--- src/rtl/xpt_pkg.sv ---
package xpt_pkg;
  // Strobes issued by the control path to the latch array
  typedef struct packed {
    logic clearAll;
    logic writeEn;
    logic writeVal;
  } xptCtl_t;
endpackage

--- src/rtl/xpt_ctrl.sv ---
module xpt_ctrl
  import xpt_pkg::*;
#(
  parameter int NUM_ROWS    = 12,
  parameter int ROW_W       = 4,
  parameter int COL_W       = 3,
  parameter int SYNC_STAGES = 2
) (
  input  logic             clk,
  input  logic             rstN,
  input  logic             masterClr,
  input  logic             strobe,
  input  logic             dataIn,
  input  logic [ROW_W-1:0] rowSel,
  input  logic [COL_W-1:0] colSel,
  output xptCtl_t          ctl,
  output logic [ROW_W-1:0] rowIdx,
  output logic [COL_W-1:0] colIdx,
  output logic             badRow,
  output logic             setupViol
);
  localparam int ADDR_W = ROW_W + COL_W;

  logic [SYNC_STAGES-1:0] strbPipe, dataPipe, clrPipe;
  logic [ADDR_W-1:0]      addrPipe [SYNC_STAGES];
  logic                   strobePrev;
  logic [ADDR_W-1:0]      addrPrev;

  always_ff @(posedge clk or negedge rstN) begin
    if (!rstN) begin
      strbPipe <= '0;
      dataPipe <= '0;
      clrPipe  <= '0;
      for (int i = 0; i < SYNC_STAGES; i++) addrPipe[i] <= '0;
    end else begin
      strbPipe[0] <= strobe;
      dataPipe[0] <= dataIn;
      clrPipe[0]  <= masterClr;
      addrPipe[0] <= {rowSel, colSel};
      for (int i = 1; i < SYNC_STAGES; i++) begin
        strbPipe[i] <= strbPipe[i-1];
        dataPipe[i] <= dataPipe[i-1];
        clrPipe[i]  <= clrPipe[i-1];
        addrPipe[i] <= addrPipe[i-1];
      end
    end
  end

  logic              strobeSync, dataSync, clrSync, fallEdge, rowOk;
  logic [ADDR_W-1:0] addrSync;

  assign strobeSync = strbPipe[SYNC_STAGES-1];
  assign dataSync   = dataPipe[SYNC_STAGES-1];
  assign clrSync    = clrPipe[SYNC_STAGES-1];
  assign addrSync   = addrPipe[SYNC_STAGES-1];
  assign rowIdx     = addrSync[ADDR_W-1:COL_W];
  assign colIdx     = addrSync[COL_W-1:0];
  assign fallEdge   = strobePrev & ~strobeSync;
  assign rowOk      = (int'(rowIdx) < NUM_ROWS);

  always_comb begin
    ctl.clearAll = clrSync;
    ctl.writeEn  = fallEdge & ~clrSync & rowOk;
    ctl.writeVal = dataSync;
  end

  always_ff @(posedge clk or negedge rstN) begin
    if (!rstN) begin
      strobePrev <= 1'b0;
      addrPrev   <= '0;
      badRow     <= 1'b0;
      setupViol  <= 1'b0;
    end else begin
      strobePrev <= strobeSync;
      addrPrev   <= addrSync;
      badRow     <= fallEdge & ~clrSync & ~rowOk;
      setupViol  <= strobeSync & strobePrev & (addrSync != addrPrev) & ~clrSync;
    end
  end


  bad_row_pulse_chk: assert property (@(posedge clk) disable iff (!rstN)
    badRow |=> !badRow);

  bad_row_no_write_chk: assert property (@(posedge clk) disable iff (!rstN)
    ctl.writeEn |-> rowOk);

  viol_needs_strobe_chk: assert property (@(posedge clk) disable iff (!rstN)
    setupViol |-> $past(strobeSync));

  clear_blocks_write_chk: assert property (@(posedge clk) disable iff (!rstN)
    ctl.clearAll |-> !ctl.writeEn);
endmodule

--- src/rtl/xpt_array.sv ---
module xpt_array
  import xpt_pkg::*;
#(
  parameter int NUM_ROWS = 12,
  parameter int NUM_COLS = 8,
  parameter int ROW_W    = 4,
  parameter int COL_W    = 3
) (
  input  logic                         clk,
  input  logic                         rstN,
  input  xptCtl_t                      ctl,
  input  logic [ROW_W-1:0]             rowIdx,
  input  logic [COL_W-1:0]             colIdx,
  output logic [NUM_ROWS*NUM_COLS-1:0] switchEn
);
  localparam int NUM_BITS = NUM_ROWS * NUM_COLS;
  localparam int IDX_W    = $clog2(NUM_BITS);

  for (genvar c = 0; c < NUM_COLS; c++) begin : g_col
    for (genvar r = 0; r < NUM_ROWS; r++) begin : g_row
      localparam int K = c * NUM_ROWS + r;
      always_ff @(posedge clk or negedge rstN) begin
        if (!rstN)
          switchEn[K] <= 1'b0;
        else if (ctl.clearAll)
          switchEn[K] <= 1'b0;
        else if (ctl.writeEn && colIdx == COL_W'(c) && rowIdx == ROW_W'(r))
          switchEn[K] <= ctl.writeVal;
      end
    end
  end

  logic [IDX_W-1:0] flatIdx;
  assign flatIdx = IDX_W'(int'(colIdx) * NUM_ROWS + int'(rowIdx));


  clear_all_chk: assert property (@(posedge clk) disable iff (!rstN)
    ctl.clearAll |=> (switchEn == '0));

  hold_when_idle_chk: assert property (@(posedge clk) disable iff (!rstN)
    (!ctl.writeEn && !ctl.clearAll) |=> $stable(switchEn));

  write_lands_chk: assert property (@(posedge clk) disable iff (!rstN)
    (ctl.writeEn && !ctl.clearAll) |=> (switchEn[$past(flatIdx)] == $past(ctl.writeVal)));

  single_bit_chk: assert property (@(posedge clk) disable iff (!rstN)
    !ctl.clearAll |=> ($countones(switchEn ^ $past(switchEn)) <= 1));
endmodule

--- src/rtl/xpt_latch_array.sv ---
module xpt_latch_array
  import xpt_pkg::*;
#(
  parameter int NUM_ROWS    = 12,
  parameter int NUM_COLS    = 8,
  parameter int ROW_W       = 4,
  parameter int COL_W       = 3,
  parameter int SYNC_STAGES = 2
) (
  input  logic                         clk,
  input  logic                         rstN,
  input  logic                         masterClr,
  input  logic                         strobe,
  input  logic                         dataIn,
  input  logic [ROW_W-1:0]             rowSel,
  input  logic [COL_W-1:0]             colSel,
  output logic [NUM_ROWS*NUM_COLS-1:0] switchEn,
  output logic                         badRow,
  output logic                         setupViol
);
  xptCtl_t          ctl;
  logic [ROW_W-1:0] rowIdx;
  logic [COL_W-1:0] colIdx;

  xpt_ctrl #(
    .NUM_ROWS(NUM_ROWS), .ROW_W(ROW_W), .COL_W(COL_W), .SYNC_STAGES(SYNC_STAGES)
  ) u_ctrl (
    .clk(clk), .rstN(rstN), .masterClr(masterClr), .strobe(strobe),
    .dataIn(dataIn), .rowSel(rowSel), .colSel(colSel), .ctl(ctl),
    .rowIdx(rowIdx), .colIdx(colIdx), .badRow(badRow), .setupViol(setupViol)
  );

  xpt_array #(
    .NUM_ROWS(NUM_ROWS), .NUM_COLS(NUM_COLS), .ROW_W(ROW_W), .COL_W(COL_W)
  ) u_array (
    .clk(clk), .rstN(rstN), .ctl(ctl), .rowIdx(rowIdx), .colIdx(colIdx),
    .switchEn(switchEn)
  );
endmodule

--- config.mk ---
export PLATFORM = sky130hd
export DESIGN_NAME = xpt_latch_array
export DESIGN_NICKNAME = d
export VERILOG_FILES = /design/src/rtl/xpt_pkg.sv /design/src/rtl/xpt_ctrl.sv /design/src/rtl/xpt_array.sv /design/src/rtl/xpt_latch_array.sv
export SDC_FILE = /design/constraint.sdc
export NUM_CORES = 1
export LEC_CHECK = 0
export ABC_AREA = 1
export CORE_MARGIN = 3
export CORE_UTILIZATION = 59
export CTS_BUF_LIST = sky130_fd_sc_hd__clkbuf_4
export CTS_CLUSTER_DIAMETER = 80
export DETAILED_ROUTE_END_ITERATION = 10
export MAX_ROUTING_LAYER = met4
export PLACE_DENSITY = 0.88
export SYNTH_ARGS = -nofsm -noshare
export SYNTH_HDL_FRONTEND = slang
export SYNTH_SLANG_ARGS = --single-unit
--- constraint.sdc ---
create_clock -name clk -period 3.6 [get_ports clk]
set_input_delay 0.36 -clock clk [delete_from_list [all_inputs] [get_ports clk]]
set_output_delay 0.36 -clock clk [all_outputs]
set_load 0.01 [all_outputs]
# --- Yosys cells after proc, flatten, opt, wreduce, memory -nomap -nowiden ---
# Cells that the tools add are included.
# W data, S select, Z words.
classes:
  n_lt_le_gt_ge: 1
  eq_ne: 19
  mux: 192
  n_bitwise: 10
  reduce_logical: 202
ops:
  columns: ["operator", "n"]
  rows:
  - ["$mux W1", 192]
  - ["$reduce_bool A2 Y1", 96]
  - ["$logic_and A1 B1 Y1", 104]
  - ["$eq A4 B3 Y1 const B", 4]
  - ["$eq A4 B4 Y1 const B", 4]
  - ["$eq A3 B3 Y1 const B", 4]
  - ["$eq A4 B2 Y1 const B", 2]
  - ["$and A1 B1 Y1", 7]
  - ["$ne A7 B7 Y1", 1]
  - ["$eq A3 B2 Y1 const B", 2]
  - ["$eq A4 B1 Y1 const B", 1]
  - ["$logic_not A4 Y1", 1]
  - ["$lt A4 B4 Y1 const B", 1]
  - ["$eq A3 B1 Y1 const B", 1]
  - ["$logic_not A3 Y1", 1]
  - ["$not A1 Y1", 3]
word_totals:
  reg_bits: 126
  in_bits: 12
  output_inout_bits: 98
  wordCells: 529

# --- Longest topological paths before layout ---
logic_depth:
  word_depth: 8
  mapped_depth: 9
  depth_no_buf: 7

# --- Modules after synthesis ---
# From an unflattened synthesis, not the netlist that was laid out.
hier_totals:
  cells_unflattened: 842
  hier_area_um2: 6379.9
by_module_without_submodules:
  columns: ["module", "instances", "cells_each", "area_each_um2", "seq_area_each_um2"]
  rows:
  - ["xpt_array", 1, 762, 5393.9, 2402.3]
  - ["xpt_ctrl", 1, 80, 985.9, 750.7]

# --- Worst setup path after synthesis ---
# No wires, ideal clock.
synth_timing:
  kind: "reg2reg"
  startpoint: "register u_ctrl.addrPipe (netlist bit u_ctrl.addrSync[6])"
  endpoint: "register u_array.switchEn[76]"
  setup_time_ns: 0.113
  arrival_ns: 1.284
  required_ns: 3.487
  setup_slack_ns: 2.203
  stages_incl_launch_ff: 8
  path_buffers: 1
  synth_period_minus_slack_ns: 1.397
  cell_sequence: "dfrtp_1 -> inv_1 -> nand2_1 -> nor2_1 -> buf_2 -> nand4_1 -> nand2_1 -> inv_1"
synth_between:
  elab_chain_len: 5
  elab_cells_between_ends: 6
  cone_classes: "order compare: 1; eq/ne: 1; bitwise: 1; reduce/logical: 3"
synth_rtl:
  columns: ["element", "line", "source"]
  rows:
  - ["from (decl)", "xpt_ctrl.sv:25", "logic [ADDR_W-1:0] addrPipe [SYNC_STAGES];"]
  - ["from (signal, indexed assignment)", "xpt_ctrl.sv:44", "addrPipe[i] <= addrPipe[i-1];"]
  - ["$lt A4 B4 Y1", "xpt_ctrl.sv:59", "assign rowOk = (int'(rowIdx) < NUM_ROWS);"]
  - ["$and A1 B1 Y1", "xpt_ctrl.sv:63", "ctl.writeEn = fallEdge & ~clrSync & rowOk;"]
  - ["$logic_and A1 B1 Y1", "xpt_array.sv:27", "else if (ctl.writeEn && colIdx == COL_W'(c) && rowIdx == ROW_W'(r))"]
  - ["$logic_and A1 B1 Y1 (*)", "xpt_array.sv:27", null]
  - ["$reduce_bool A2 Y1 (no line) (*)", null, null]
  - ["to (signal, indexed assignment)", "xpt_array.sv:28", "switchEn[K] <= ctl.writeVal;"]
  - ["to (decl)", "xpt_array.sv:14", "output logic [NUM_ROWS*NUM_COLS-1:0] switchEn"]
# Mark *: on every way between the ends. The rest lies on a longest branch, timed or not.
# A chain may end at the register's enable or synchronous reset.

# --- Worst setup path in the final report ---
layout_timing:
  startpoint: "register u_ctrl.clrPipe[1]"
  endpoint: "register u_array.switchEn[49]"
layout_between:
  elab_chain_len: 6
  elab_cells_between_ends: 7
  cone_classes: "mux: 1; bitwise: 3; reduce/logical: 3"
layout_rtl:
  columns: ["element", "line", "source"]
  rows:
  - ["from (decl)", "xpt_ctrl.sv:24", "logic [SYNC_STAGES-1:0] strbPipe, dataPipe, clrPipe;"]
  - ["from (signal, indexed assignment)", "xpt_ctrl.sv:43", "clrPipe[i] <= clrPipe[i-1];"]
  - ["$not A1 Y1", "xpt_ctrl.sv:63", null]
  - ["$and A1 B1 Y1 (2 in a row)", "xpt_ctrl.sv:63", null]
  - ["$logic_and A1 B1 Y1 (2 in a row)", "xpt_array.sv:27", null]
  - ["$reduce_bool A2 Y1 (no line)", null, null]
# Several ways; a longest one is shown, not always the timed one.

==> metrics.yaml <==
syn_nets: 854
fin_area_um2: 7650
post_drt_wl_per_cell_um: 14.9
clockBufferDepth: 2
cts_tree: "yes"
path_cells: "inv_2 -> nand3_1 -> nor2_4 -> buf_4 -> nand4_1 -> nand2_1 -> inv_1"
slew_headroom: 0.120
ys_warn_count: 0
cts_setup_buffers: 0
dieArea_um2: 11900
hold_class: "in2reg"
switching_power_uw: 701
drc: 0
synth-seq-cells: 126
crit_buf_inv: 3
intPower_mw: 1.88
critPathLaunchType: "register"
antenna_found_initial: 0
viasPerCell: 5.49
clk_latency_ps: 510
required_ps: 4010
critical_path_peak_fanout: 94
first_global_vias: 5374
grt_start_max_net_pins: 99
initial_core_util: 0.609
whs_path_depth: 1
first_iter_violations: 569
end_kind: "register"
worstSetupPathType: "reg2reg"
grt_pass1_wl_mm: 25.9
worstMarginPinSlew_ps: 1320
power_switching_share: 0.272
nets: 927
power.share.clock: 0.367
hold_viol: 0
arrival_ps: 2570
rows: 37
fillCellCount: 815
ir_worst_vdd_mv: 0.195
die_h_um: 109
grt_overflow: 0
rr_startpoint: "u_ctrl.clrPipe[1]"
vias: 5832
place_area_um2: 7360
rr_endpoint: "u_array.switchEn[49]"
syn_avg_cell_area_um2: 7.47
power.share.sequential: 0.561
ctsResizeCount: 0
cp_slowest_stage_delay_ps: 650
clock.fmax_mhz: 462
syn_inst: 842
power.leakage_nw: 4.30
final_max_slew_viol_count: 0
combPwrFrac: 0.072
finalPower_mw: 2.58
dr.pass1.iters: 5
setup_viol: 0
cts_root_buffer: "clkbuf_4"
hpwl_mm: 9.68
die_w_um: 109
totalWireLength_mm: 15.8
max_cap_violations: 0
numPortBuffers: 109
netlist-cell-type-count: 13
gp_congestion: 0.843
p_per_area_nw_per_um2: 338
core_area_um2: 10300
layoutNonFillerInstCount: 1063
slowest_stage: "buf_4"
regToRegSetupSlack_ps: 1440
fin_setup_tns_ps: 0
hold_buffers: 1
drive_gt1_frac: 0.0561
area_growth_pct: 21.6
hold_path_end: "u_ctrl.dataPipe[0]"
cts.clk_slew.worst_paths_ps: 110
yosysSeqAreaShare: 0.501
cts_inserted_buffers: 17
ant_nets: 0
hold_slack_ps: 277
hold_start: "dataIn"
path_delay_family: "buffers and inverters"
rsz0062_at_grt: "false"
status: "complete, no violations"
place_inst: 1031
fin_crit_ps: 2160
clock_sinks: 126
diodes: 0
fin_skew_ps: 19.1
netlist_area_um2: 6290
ctsHtreeMaxLevel: 4
reg2reg_depth: 7
pin_count: 110
grt_usage: 0.283
fin_crit_sh: 0.601
==> cell usage after synthesis <==
master | number | area (um2)
buf_2 | 49 | 245
buf_1 | 2 | 7.51
clkbuf_1 | 18 | 67.6
xnor2_1 | 3 | 26.3
nor2_1 | 26 | 97.6
dfrtp_1 | 126 | 3150
nor3_2 | 1 | 10.0
nand2_1 | 311 | 1170
nand3_1 | 99 | 495
nand4_1 | 96 | 601
inv_2 | 1 | 3.75
inv_1 | 109 | 409
nor3_1 | 1 | 5.00
==> stage by stage <==
stage          setup WS, ps  utilization
5_1_grt                1220        0.741
6_report               1440        0.741
3_3_place_gp           1540        0.713
3_5_place_dp           1500        0.713
4_1_cts                1450        0.741
2_1_floorplan          2200            -
==> placed cells by master (no fill, tap or decap), types with 2 or more instances in the layout <==
master / instances
bufinv_16: 2
clkbuf_4: 17
nand3_1: 99
inv_1: 109
nor2_1: 23
buf_4: 13
clkdlybuf4s50_1: 108
nand4_1: 96
clkinv_2: 4
nand2_1: 310
xnor2_1: 3
nor3_2: 2
clkinvlp_4: 3
nor2_2: 2
dfrtp_1: 126
clkinv_4: 4
==> worst reg2reg max path, stage by stage, from the launching register on <==
cell	delay, ps
dfrtp_1	380
inv_2	260
nand3_1	210
nor2_4	130
buf_4	650
nand4_1	250
nand2_1	140
inv_1	40
==> power by group through the flow <==
stage                     clock network, mW  logic [mW]  registers, mW
final                                 0.948       0.187           1.45
after global routing                   1.03       0.204           1.45
after CTS                             0.960       0.185           1.45
after detailed placement                  0       0.183           1.47
after global placement                    0       0.181           1.47
after floorplan                           0       0.109           1.47
==> kinds of logic (layout without fill, tap and decap cells) <==
kind of cell | Yosys count | in the layout | share of synthesized area
flops | 126 | 126 | 0.501
simple gates | 534 | 534 | 0.378
xor+xnor | 3 | 3 | 0.00418
buf+inv | 179 | 264 | 0.117
==> cell type report <==
class	instances	area, um2	area share
inverter	110	413	0.0540
tap	136	170	0.0223
sequential	126	3150	0.412
clock inverter	14	146	0.0191
timing repair buffer	123	1210	0.158
clock buffer	17	128	0.0167
multi-input combinational	537	2430	0.317
==> registers in the layout (all words and copies together), names as in the netlist <==
name               cells
u_ctrl.addrPrev        7
u_array.switchEn      96
u_ctrl.strbPipe        2
u_ctrl.addrPipe        7
u_ctrl.strobePrev      1
u_ctrl.addrSync        7
u_ctrl.setupViol       1
u_ctrl.dataPipe        2
u_ctrl.badRow          1
u_ctrl.clrPipe         2
==> per-layer routing <==
layer / track usage / vias to the layer above / share of wire
met3: 0.0480 / 23 / 0.080
li1: - / 2823 / -
met2: 0.432 / 236 / 0.47
met5: - / - / 0
met4: 0.0926 / 0 / 0.015
met1: 0.388 / 2750 / 0.44
==> how the worst max path moves through the flow <==
stage | from | endpoint | slack (ps) | depth (start not counted)
after floorplan | u_ctrl.addrSync[6] | u_array.switchEn[76] | 2200 | 7
after global placement | u_ctrl.clrPipe[1] | u_array.switchEn[39] | 1540 | 7
after detailed placement | u_ctrl.clrPipe[1] | u_array.switchEn[19] | 1500 | 7
after CTS | u_ctrl.clrPipe[1] | u_array.switchEn[8] | 1450 | 7
after global routing | u_ctrl.clrPipe[1] | u_array.switchEn[59] | 1220 | 7
final | u_ctrl.clrPipe[1] | u_array.switchEn[49] | 1440 | 7
(Power assumes the default switching activity.)
